[config.mk]
export PLATFORM = sky130hd
export DESIGN_NAME = inorder_issue_sched
export DESIGN_NICKNAME = d
export VERILOG_FILES = /design/src/rtl/iis_pkg.sv /design/src/rtl/iis_fifo.sv /design/src/rtl/iis_pend.sv /design/src/rtl/iis_rr.sv /design/src/rtl/inorder_issue_sched.sv
export SDC_FILE = /design/constraint.sdc
export NUM_CORES = 2
export LEC_CHECK = 0
export ABC_CLOCK_PERIOD_IN_PS = 8500
export BUFFER_PORTS_ARGS = -buffer_cell sky130_fd_sc_hd__buf_2
export CORE_MARGIN = 2
export CORE_UTILIZATION = 65
export DETAILED_ROUTE_END_ITERATION = 8
export PLACE_DENSITY = 0.92
export SYNTH_ARGS = -nofsm -noshare
export SYNTH_HDL_FRONTEND = slang
export SYNTH_SLANG_ARGS = --single-unit
[constraint.sdc]
create_clock -name clk -period 8.5 [get_ports clk]
set_input_delay 0.85 -clock clk [delete_from_list [all_inputs] [get_ports clk]]
set_output_delay 0.85 -clock clk [all_outputs]
set_load 0.02 [all_outputs]
[src/rtl/iis_pkg.sv]
package iis_pkg;
    localparam int NTHR    = 8;
    localparam int TID_W   = $clog2(NTHR);
    localparam int NREG    = 16;
    localparam int REG_W   = $clog2(NREG);
    localparam int PREG_W  = TID_W + REG_W;
    localparam int NPREG   = NTHR * NREG;
    localparam int TAG_W   = 8;

    typedef struct packed {
        logic             dst_en;
        logic [REG_W-1:0] dst;
        logic             s0_en;
        logic [REG_W-1:0] s0;
        logic             s1_en;
        logic [REG_W-1:0] s1;
        logic [TAG_W-1:0] tag;
    } instr_t;

    localparam int INSTR_W = $bits(instr_t);
endpackage

[src/rtl/iis_fifo.sv]
module iis_fifo #(
    parameter int DEPTH = 4,
    parameter int W     = 8
) (
    input  logic         clk,
    input  logic         rst_n,
    input  logic         push,
    input  logic [W-1:0] push_data,
    input  logic         pop,
    input  logic         flush,
    output logic         full,
    output logic         empty,
    output logic [W-1:0] head
);
    localparam int PW = (DEPTH > 1) ? $clog2(DEPTH) : 1;

    typedef struct packed {
        logic [DEPTH-1:0][W-1:0] mem;
        logic [PW-1:0]           rd;
        logic [PW-1:0]           wr;
        logic [PW:0]             cnt;
    } fifo_st_t;

    fifo_st_t st_q, st_d;

    function automatic logic [PW-1:0] nxt(input logic [PW-1:0] p);
        return (p == PW'(DEPTH - 1)) ? '0 : p + 1'b1;
    endfunction

    always_comb begin
        st_d = st_q;
        if (flush) begin
            st_d.rd  = '0;
            st_d.wr  = '0;
            st_d.cnt = '0;
        end else begin
            if (push) begin
                st_d.mem[st_q.wr] = push_data;
                st_d.wr           = nxt(st_q.wr);
            end
            if (pop) begin
                st_d.rd = nxt(st_q.rd);
            end
            st_d.cnt = st_q.cnt + (PW+1)'(push) - (PW+1)'(pop);
        end
    end

    always_ff @(posedge clk) begin
        if (!rst_n) st_q <= '0;
        else        st_q <= st_d;
    end

    assign full  = (st_q.cnt == (PW+1)'(DEPTH));
    assign empty = (st_q.cnt == '0);
    assign head  = st_q.mem[st_q.rd];


    no_overflow_chk: assert property (@(posedge clk) disable iff (!rst_n)
        (push && !pop && !flush) |-> !full);


    flush_empty_chk: assert property (@(posedge clk) disable iff (!rst_n)
        flush |=> empty);
endmodule

[src/rtl/iis_pend.sv]
module iis_pend #(
    parameter int NP = 128,
    parameter int PW = 7
) (
    input  logic          clk,
    input  logic          rst_n,
    input  logic          set_en,
    input  logic [PW-1:0] set_idx,
    input  logic          clr_en,
    input  logic [PW-1:0] clr_idx,
    output logic [NP-1:0] pend
);
    typedef struct packed {
        logic [NP-1:0] bits;
    } pend_st_t;

    pend_st_t st_q, st_d;

    always_comb begin
        st_d = st_q;
        if (clr_en) st_d.bits[clr_idx] = 1'b0;
        if (set_en) st_d.bits[set_idx] = 1'b1;
    end

    always_ff @(posedge clk) begin
        if (!rst_n) st_q <= '0;
        else        st_q <= st_d;
    end

    assign pend = st_q.bits;


    mark_set_chk: assert property (@(posedge clk) disable iff (!rst_n)
        set_en |=> pend[$past(set_idx)]);


    mark_clear_chk: assert property (@(posedge clk) disable iff (!rst_n)
        (clr_en && !(set_en && set_idx == clr_idx)) |=> !pend[$past(clr_idx)]);
endmodule

[src/rtl/iis_rr.sv]
module iis_rr #(
    parameter int N  = 8,
    parameter int IW = 3
) (
    input  logic          clk,
    input  logic          rst_n,
    input  logic [N-1:0]  req,
    output logic          gnt_v,
    output logic [IW-1:0] gnt_idx,
    output logic [N-1:0]  gnt_oh
);
    typedef struct packed {
        logic [IW-1:0] last;
    } rr_st_t;

    rr_st_t st_q, st_d;

    always_comb begin
        gnt_v   = 1'b0;
        gnt_idx = '0;
        for (int k = 1; k <= N; k++) begin
            if (!gnt_v && req[(int'(st_q.last) + k) % N]) begin
                gnt_v   = 1'b1;
                gnt_idx = IW'((int'(st_q.last) + k) % N);
            end
        end
        gnt_oh = '0;
        if (gnt_v) gnt_oh[gnt_idx] = 1'b1;
        st_d = st_q;
        if (gnt_v) st_d.last = gnt_idx;
    end

    always_ff @(posedge clk) begin
        if (!rst_n) st_q <= '{last: IW'(N - 1)};
        else        st_q <= st_d;
    end


    grant_ready_chk: assert property (@(posedge clk) disable iff (!rst_n)
        gnt_v |-> req[gnt_idx]);


    grant_single_chk: assert property (@(posedge clk) disable iff (!rst_n)
        $onehot0(gnt_oh) && (gnt_v == (req != '0)));
endmodule

[src/rtl/inorder_issue_sched.sv]
module inorder_issue_sched
    import iis_pkg::*;
#(
    parameter int QDEPTH = 4
) (
    input  logic               clk,
    input  logic               rst_n,
    input  logic               ins_valid,
    input  logic [TID_W-1:0]   ins_tid,
    input  logic [INSTR_W-1:0] ins_data,
    output logic [NTHR-1:0]    ins_ready,
    input  logic [NTHR-1:0]    flush,
    input  logic               byp_valid,
    input  logic [PREG_W-1:0]  byp_preg,
    input  logic               wb_valid,
    input  logic [PREG_W-1:0]  wb_preg,
    output logic               iss_valid,
    output logic [TID_W-1:0]   iss_tid,
    output logic [INSTR_W-1:0] iss_data,
    output logic [PREG_W-1:0]  iss_dst_preg,
    output logic [PREG_W-1:0]  iss_src0_preg,
    output logic [PREG_W-1:0]  iss_src1_preg
);
    typedef struct packed {
        logic             v;
        logic [TID_W-1:0] tid;
        instr_t           ins;
    } iss_st_t;

    logic [NTHR-1:0]              q_full, q_empty, rdy, gnt_oh;
    logic [NTHR-1:0][INSTR_W-1:0] head_raw;
    logic [NPREG-1:0]             pend;
    logic                         gnt_v;
    logic [TID_W-1:0]             gnt_idx;
    instr_t                       sel;
    iss_st_t                      iss_q, iss_d;

    for (genvar t = 0; t < NTHR; t++) begin : g_thr
        instr_t            hd;
        logic [PREG_W-1:0] p0, p1, pd;
        logic              ok0, ok1, okd, push_t;

        assign push_t = ins_valid && (ins_tid == TID_W'(t)) && !q_full[t] && !flush[t];

        iis_fifo #(.DEPTH(QDEPTH), .W(INSTR_W)) u_q (
            .clk       (clk),
            .rst_n     (rst_n),
            .push      (push_t),
            .push_data (ins_data),
            .pop       (gnt_oh[t]),
            .flush     (flush[t]),
            .full      (q_full[t]),
            .empty     (q_empty[t]),
            .head      (head_raw[t])
        );

        assign hd  = instr_t'(head_raw[t]);
        assign p0  = {TID_W'(t), hd.s0};
        assign p1  = {TID_W'(t), hd.s1};
        assign pd  = {TID_W'(t), hd.dst};
        assign ok0 = !hd.s0_en || !pend[p0] || (byp_valid && byp_preg == p0);
        assign ok1 = !hd.s1_en || !pend[p1] || (byp_valid && byp_preg == p1);
        assign okd = !hd.dst_en || !pend[pd];
        assign rdy[t]       = !q_empty[t] && !flush[t] && ok0 && ok1 && okd;
        assign ins_ready[t] = !q_full[t];


        flush_issue_chk: assert property (@(posedge clk) disable iff (!rst_n)
            flush[t] |=> !(iss_valid && iss_tid == TID_W'(t)));
    end

    iis_rr #(.N(NTHR), .IW(TID_W)) u_rr (
        .clk     (clk),
        .rst_n   (rst_n),
        .req     (rdy),
        .gnt_v   (gnt_v),
        .gnt_idx (gnt_idx),
        .gnt_oh  (gnt_oh)
    );

    assign sel = instr_t'(head_raw[gnt_idx]);

    iis_pend #(.NP(NPREG), .PW(PREG_W)) u_pend (
        .clk     (clk),
        .rst_n   (rst_n),
        .set_en  (gnt_v && sel.dst_en),
        .set_idx ({gnt_idx, sel.dst}),
        .clr_en  (wb_valid),
        .clr_idx (wb_preg),
        .pend    (pend)
    );

    always_comb begin
        iss_d     = iss_q;
        iss_d.v   = gnt_v;
        iss_d.tid = gnt_idx;
        iss_d.ins = sel;
    end

    always_ff @(posedge clk) begin
        if (!rst_n) iss_q <= '0;
        else        iss_q <= iss_d;
    end

    assign iss_valid     = iss_q.v;
    assign iss_tid       = iss_q.tid;
    assign iss_data      = iss_q.ins;
    assign iss_dst_preg  = {iss_q.tid, iss_q.ins.dst};
    assign iss_src0_preg = {iss_q.tid, iss_q.ins.s0};
    assign iss_src1_preg = {iss_q.tid, iss_q.ins.s1};

    // checker state: pending marks and bypass as seen at the issuing edge
    logic [NPREG-1:0]  pend_prev;
    logic              byp_v_prev;
    logic [PREG_W-1:0] byp_prev;
    always_ff @(posedge clk) begin
        if (!rst_n) begin
            pend_prev  <= '0;
            byp_v_prev <= 1'b0;
            byp_prev   <= '0;
        end else begin
            pend_prev  <= pend;
            byp_v_prev <= byp_valid;
            byp_prev   <= byp_preg;
        end
    end


    src_hazard_chk: assert property (@(posedge clk) disable iff (!rst_n)
        (iss_valid && iss_q.ins.s0_en) |->
            (!pend_prev[iss_src0_preg] || (byp_v_prev && byp_prev == iss_src0_preg)));


    dst_hazard_chk: assert property (@(posedge clk) disable iff (!rst_n)
        (iss_valid && iss_q.ins.dst_en) |-> !pend_prev[iss_dst_preg]);


    dst_marked_chk: assert property (@(posedge clk) disable iff (!rst_n)
        (iss_valid && iss_q.ins.dst_en) |-> pend[iss_dst_preg]);
endmodule

==> impl_metrics.ini <==
[sta]
worst_slew_pin_slew_ns = 1.358
finalCritPeriodShare_pct = 87.62
setup_viol = 0
hold_viol = 0
fin_crit_ns = 7.447
fin_tns_setup_ns = 0
max_clock_freq_mhz = 134.3
slew_headroom_pct = 9.207
skew_ns = 0.04381
rsz0062_at_grt = false
slew_violations = 0

[finish]
nets = 5222
drive_gt1_share_pct = 12.83
n_fill_cell = 4836
utilization_pct = 69.84
areaGrowthSynthToFinish_pct = 6.537

[logic_synthesis]
ys_types = 86
synth.avg_cell_area_um2 = 8.728
synth_top_family_by_area = multiplexers
synth-xor-area-share_pct = 1.517
synthMuxAreaShare_pct = 17.55
postSynthCellCount = 5360
synth-edff-count = 0
yosys-top-cells-area = dfxtp_1 41%, nand2_1 13%, mux4_2 12%
yosys-top-cells-count = 1579 x nand2_1, 950 x dfxtp_1, 776 x a21oi_1, 378 x clkbuf_1, 246 x mux4_2
synth_top_area_cell = dfxtp_1
async_flop_share_pct = 0
synth_simple_gate_area_share_pct = 17.17
synth_compound_area_share_pct = 15.65
ys_seq_area_share_pct = 40.65
yosysMostFrequentCell = nand2_1
synth_nets = 5479
synth-adder-area-share_pct = 1.894
synth.cell_area_um2 = 46780
synth_ff_type = dfxtp_1
ys.warnings.count = 0
synth-seq-cells = 950
synth_largest_type_area_fraction_pct = 40.65

[grt]
first_global_vias = 41630
track_usage_pct = 41.34
grt_first_pass_wirelength_um = 237700
grt.overflow.total = 0
antenna_found_initial = 11
grt_max_degree = 134

[flow_run]
maxCapViolations = 0

[routing]
drc = 10
vias_per_cell = 7.016
firstDrtPassIters = 9
wirelength_um = 157700
wl_per_cell_um = 25.73
vias = 43016
drtAntennaViolNets = 0
drt_iter0_drc = 7685

[place]
hpwl_um = 97440
io_buffers = 108
routabilityCongestion = 1.056

[floorplan]
ioPinCount = 109
dieArea_um2 = 74130
core_area_um2 = 71360
rows = 98
dieWidth_um = 272.3
initial_utilization_pct = 65.55
die_h_um = 272.3

[cts]
cts.sink_count = 950
htreeDepth = 3
cts_buffers = 95
clk_latency_ns = 0.70
postCtsHoldBufs = 0
cts_tree = yes
cts_setup_buffers = 0
clk_root_buffer_cell = clkbuf_16
cts_buffer_depth = 3
path_clk_slew_ns = 0.07
cts_resized = 0

[power_and_ir_drop]
p_leak_nw = 15.87
p_per_area_nw_per_um2 = 264.6
irDropWorstVdd_mv = 0.4922
power.total_mw = 13.19

[outcome]
run_status = finished, violations left
violations = design-rule violations

[critical_path]
path_max_fanout = 26
required_ns = 9.01
critPathArrivalTime_ns = 7.96
start_kind = flip-flop
criticalPathCategory = reg2reg
cp-end-kind = flip-flop

[hold_path]
hold_path_class = reg2reg
cell type report:
class                      count  area (um^2)  share of cell area, %
clock buffer                 136         2783                  5.583
timing repair buffer         155        895.9                  1.798
clock inverter                35        401.6                 0.8059
inverter                      86        330.3                 0.6628
sequential                   950        19030                  38.18
antenna                        4        10.01                0.02008
multi-input combinational   3815        25200                  50.57
tap                          950         1189                  2.385
final timing paths:
| path | cells past startpoint | end | startpoint | slack, ns |
|---|---|---|---|---|
| setup / recovery | 16 | u_pend.pend[44]$_SDFF_PN0_ | g_thr[5].u_q.st_q[5]$_SDFFE_PP0P_ | 1.05 |
| hold / removal | 2 | g_thr[6].u_q.st_q[90]$_SDFFE_PN0P_ | g_thr[6].u_q.st_q[90]$_SDFFE_PN0P_ | 0.45 |
| setup reg to reg | 16 | u_pend.pend[44]$_SDFF_PN0_ | g_thr[5].u_q.st_q[5]$_SDFFE_PP0P_ | 1.05 |
| hold reg to reg | 2 | g_thr[6].u_q.st_q[90]$_SDFFE_PN0P_ | g_thr[6].u_q.st_q[90]$_SDFFE_PN0P_ | 0.45 |
layout by cell type, fill, tap and decap left out, types with 18 or more instances in the layout:
master,count
nand2_1,1579
dfxtp_1,943
a21oi_1,776
mux4_2,246
mux2i_1,224
nor2_1,144
o211ai_1,144
buf_2,107
o31ai_1,105
clkbuf_16,96
inv_1,79
ha_1,58
xnor2_1,56
nand3_1,52
buf_4,48
mux2_2,37
and2_1,31
o31ai_2,30
nand3b_1,29
nor3_1,29
nor2b_1,26
xor2_1,25
clkbuf_8,23
nand4_1,18
o21ai_0,18
nand2b_1,18
flip-flops by register name, indices dropped and copies added (netlist names):
name	flops
iss_valid	1
g_thr.u_q.st_q	792
iss_tid	3
u_rr.st_q	3
iss_data	23
u_pend.pend	128
metal layers:
| metal | global-route usage (%) | up-vias | wire (um) |
|---|---|---|---|
| li1 | - | 18082 | - |
| met1 | 50.05 | 19984 | 52520 |
| met2 | 60.75 | 3896 | 66180 |
| met3 | 14.93 | 1044 | 25270 |
| met4 | 30.32 | 10 | 13600 |
| met5 | 0 | - | 170 |
stage by stage:
stage                     hold WS (ns)  cells  cell area, um^2  setup WS (ns)
after floorplan                 0.4331   5360            46780          2.704
after global placement          0.4377   5956            46640          1.370
after detailed placement        0.4431   5956            46640          1.336
after CTS                       0.4512   6127            49830          1.249
after global routing            0.4679   6130            49840         0.6860
final                           0.4503   6131            49840          1.053
power breakdown:
part           internal, mW  total [mW]  switching, mW  leakage, nW
Clock                  2.42        4.31           1.89         1.55
Sequential             4.54        4.70          0.160         7.66
Combinational          1.35        4.17           2.82         6.66
worst max-delay path, stage by stage, from the launching register on:
cell and delay (ns):
dfxtp_2 0.93, mux4_2 0.76, mux2_2 0.33, o2111ai_1 0.25, a31oi_1 0.18, nor3_1 0.63
a22oi_1 0.34, mux4_2 0.58, and4b_1 0.33, nand2_1 0.25, a211oi_2 0.11, nor2_4 0.57
mux2i_1 0.58, inv_2 0.11, a221oi_4 0.75, buf_4 0.44, o31ai_1 0.14
kinds of logic after synthesis:
| kind of cell | count (synthesis) |
|---|---|
| mux | 508 |
| fa+ha+maj | 66 |
| buf+inv | 595 |
| simple gates | 1971 |
| flops | 950 |
| xor+xnor | 81 |
| compound gates | 1189 |
Note: power is estimated with default switching activity, not from simulation.
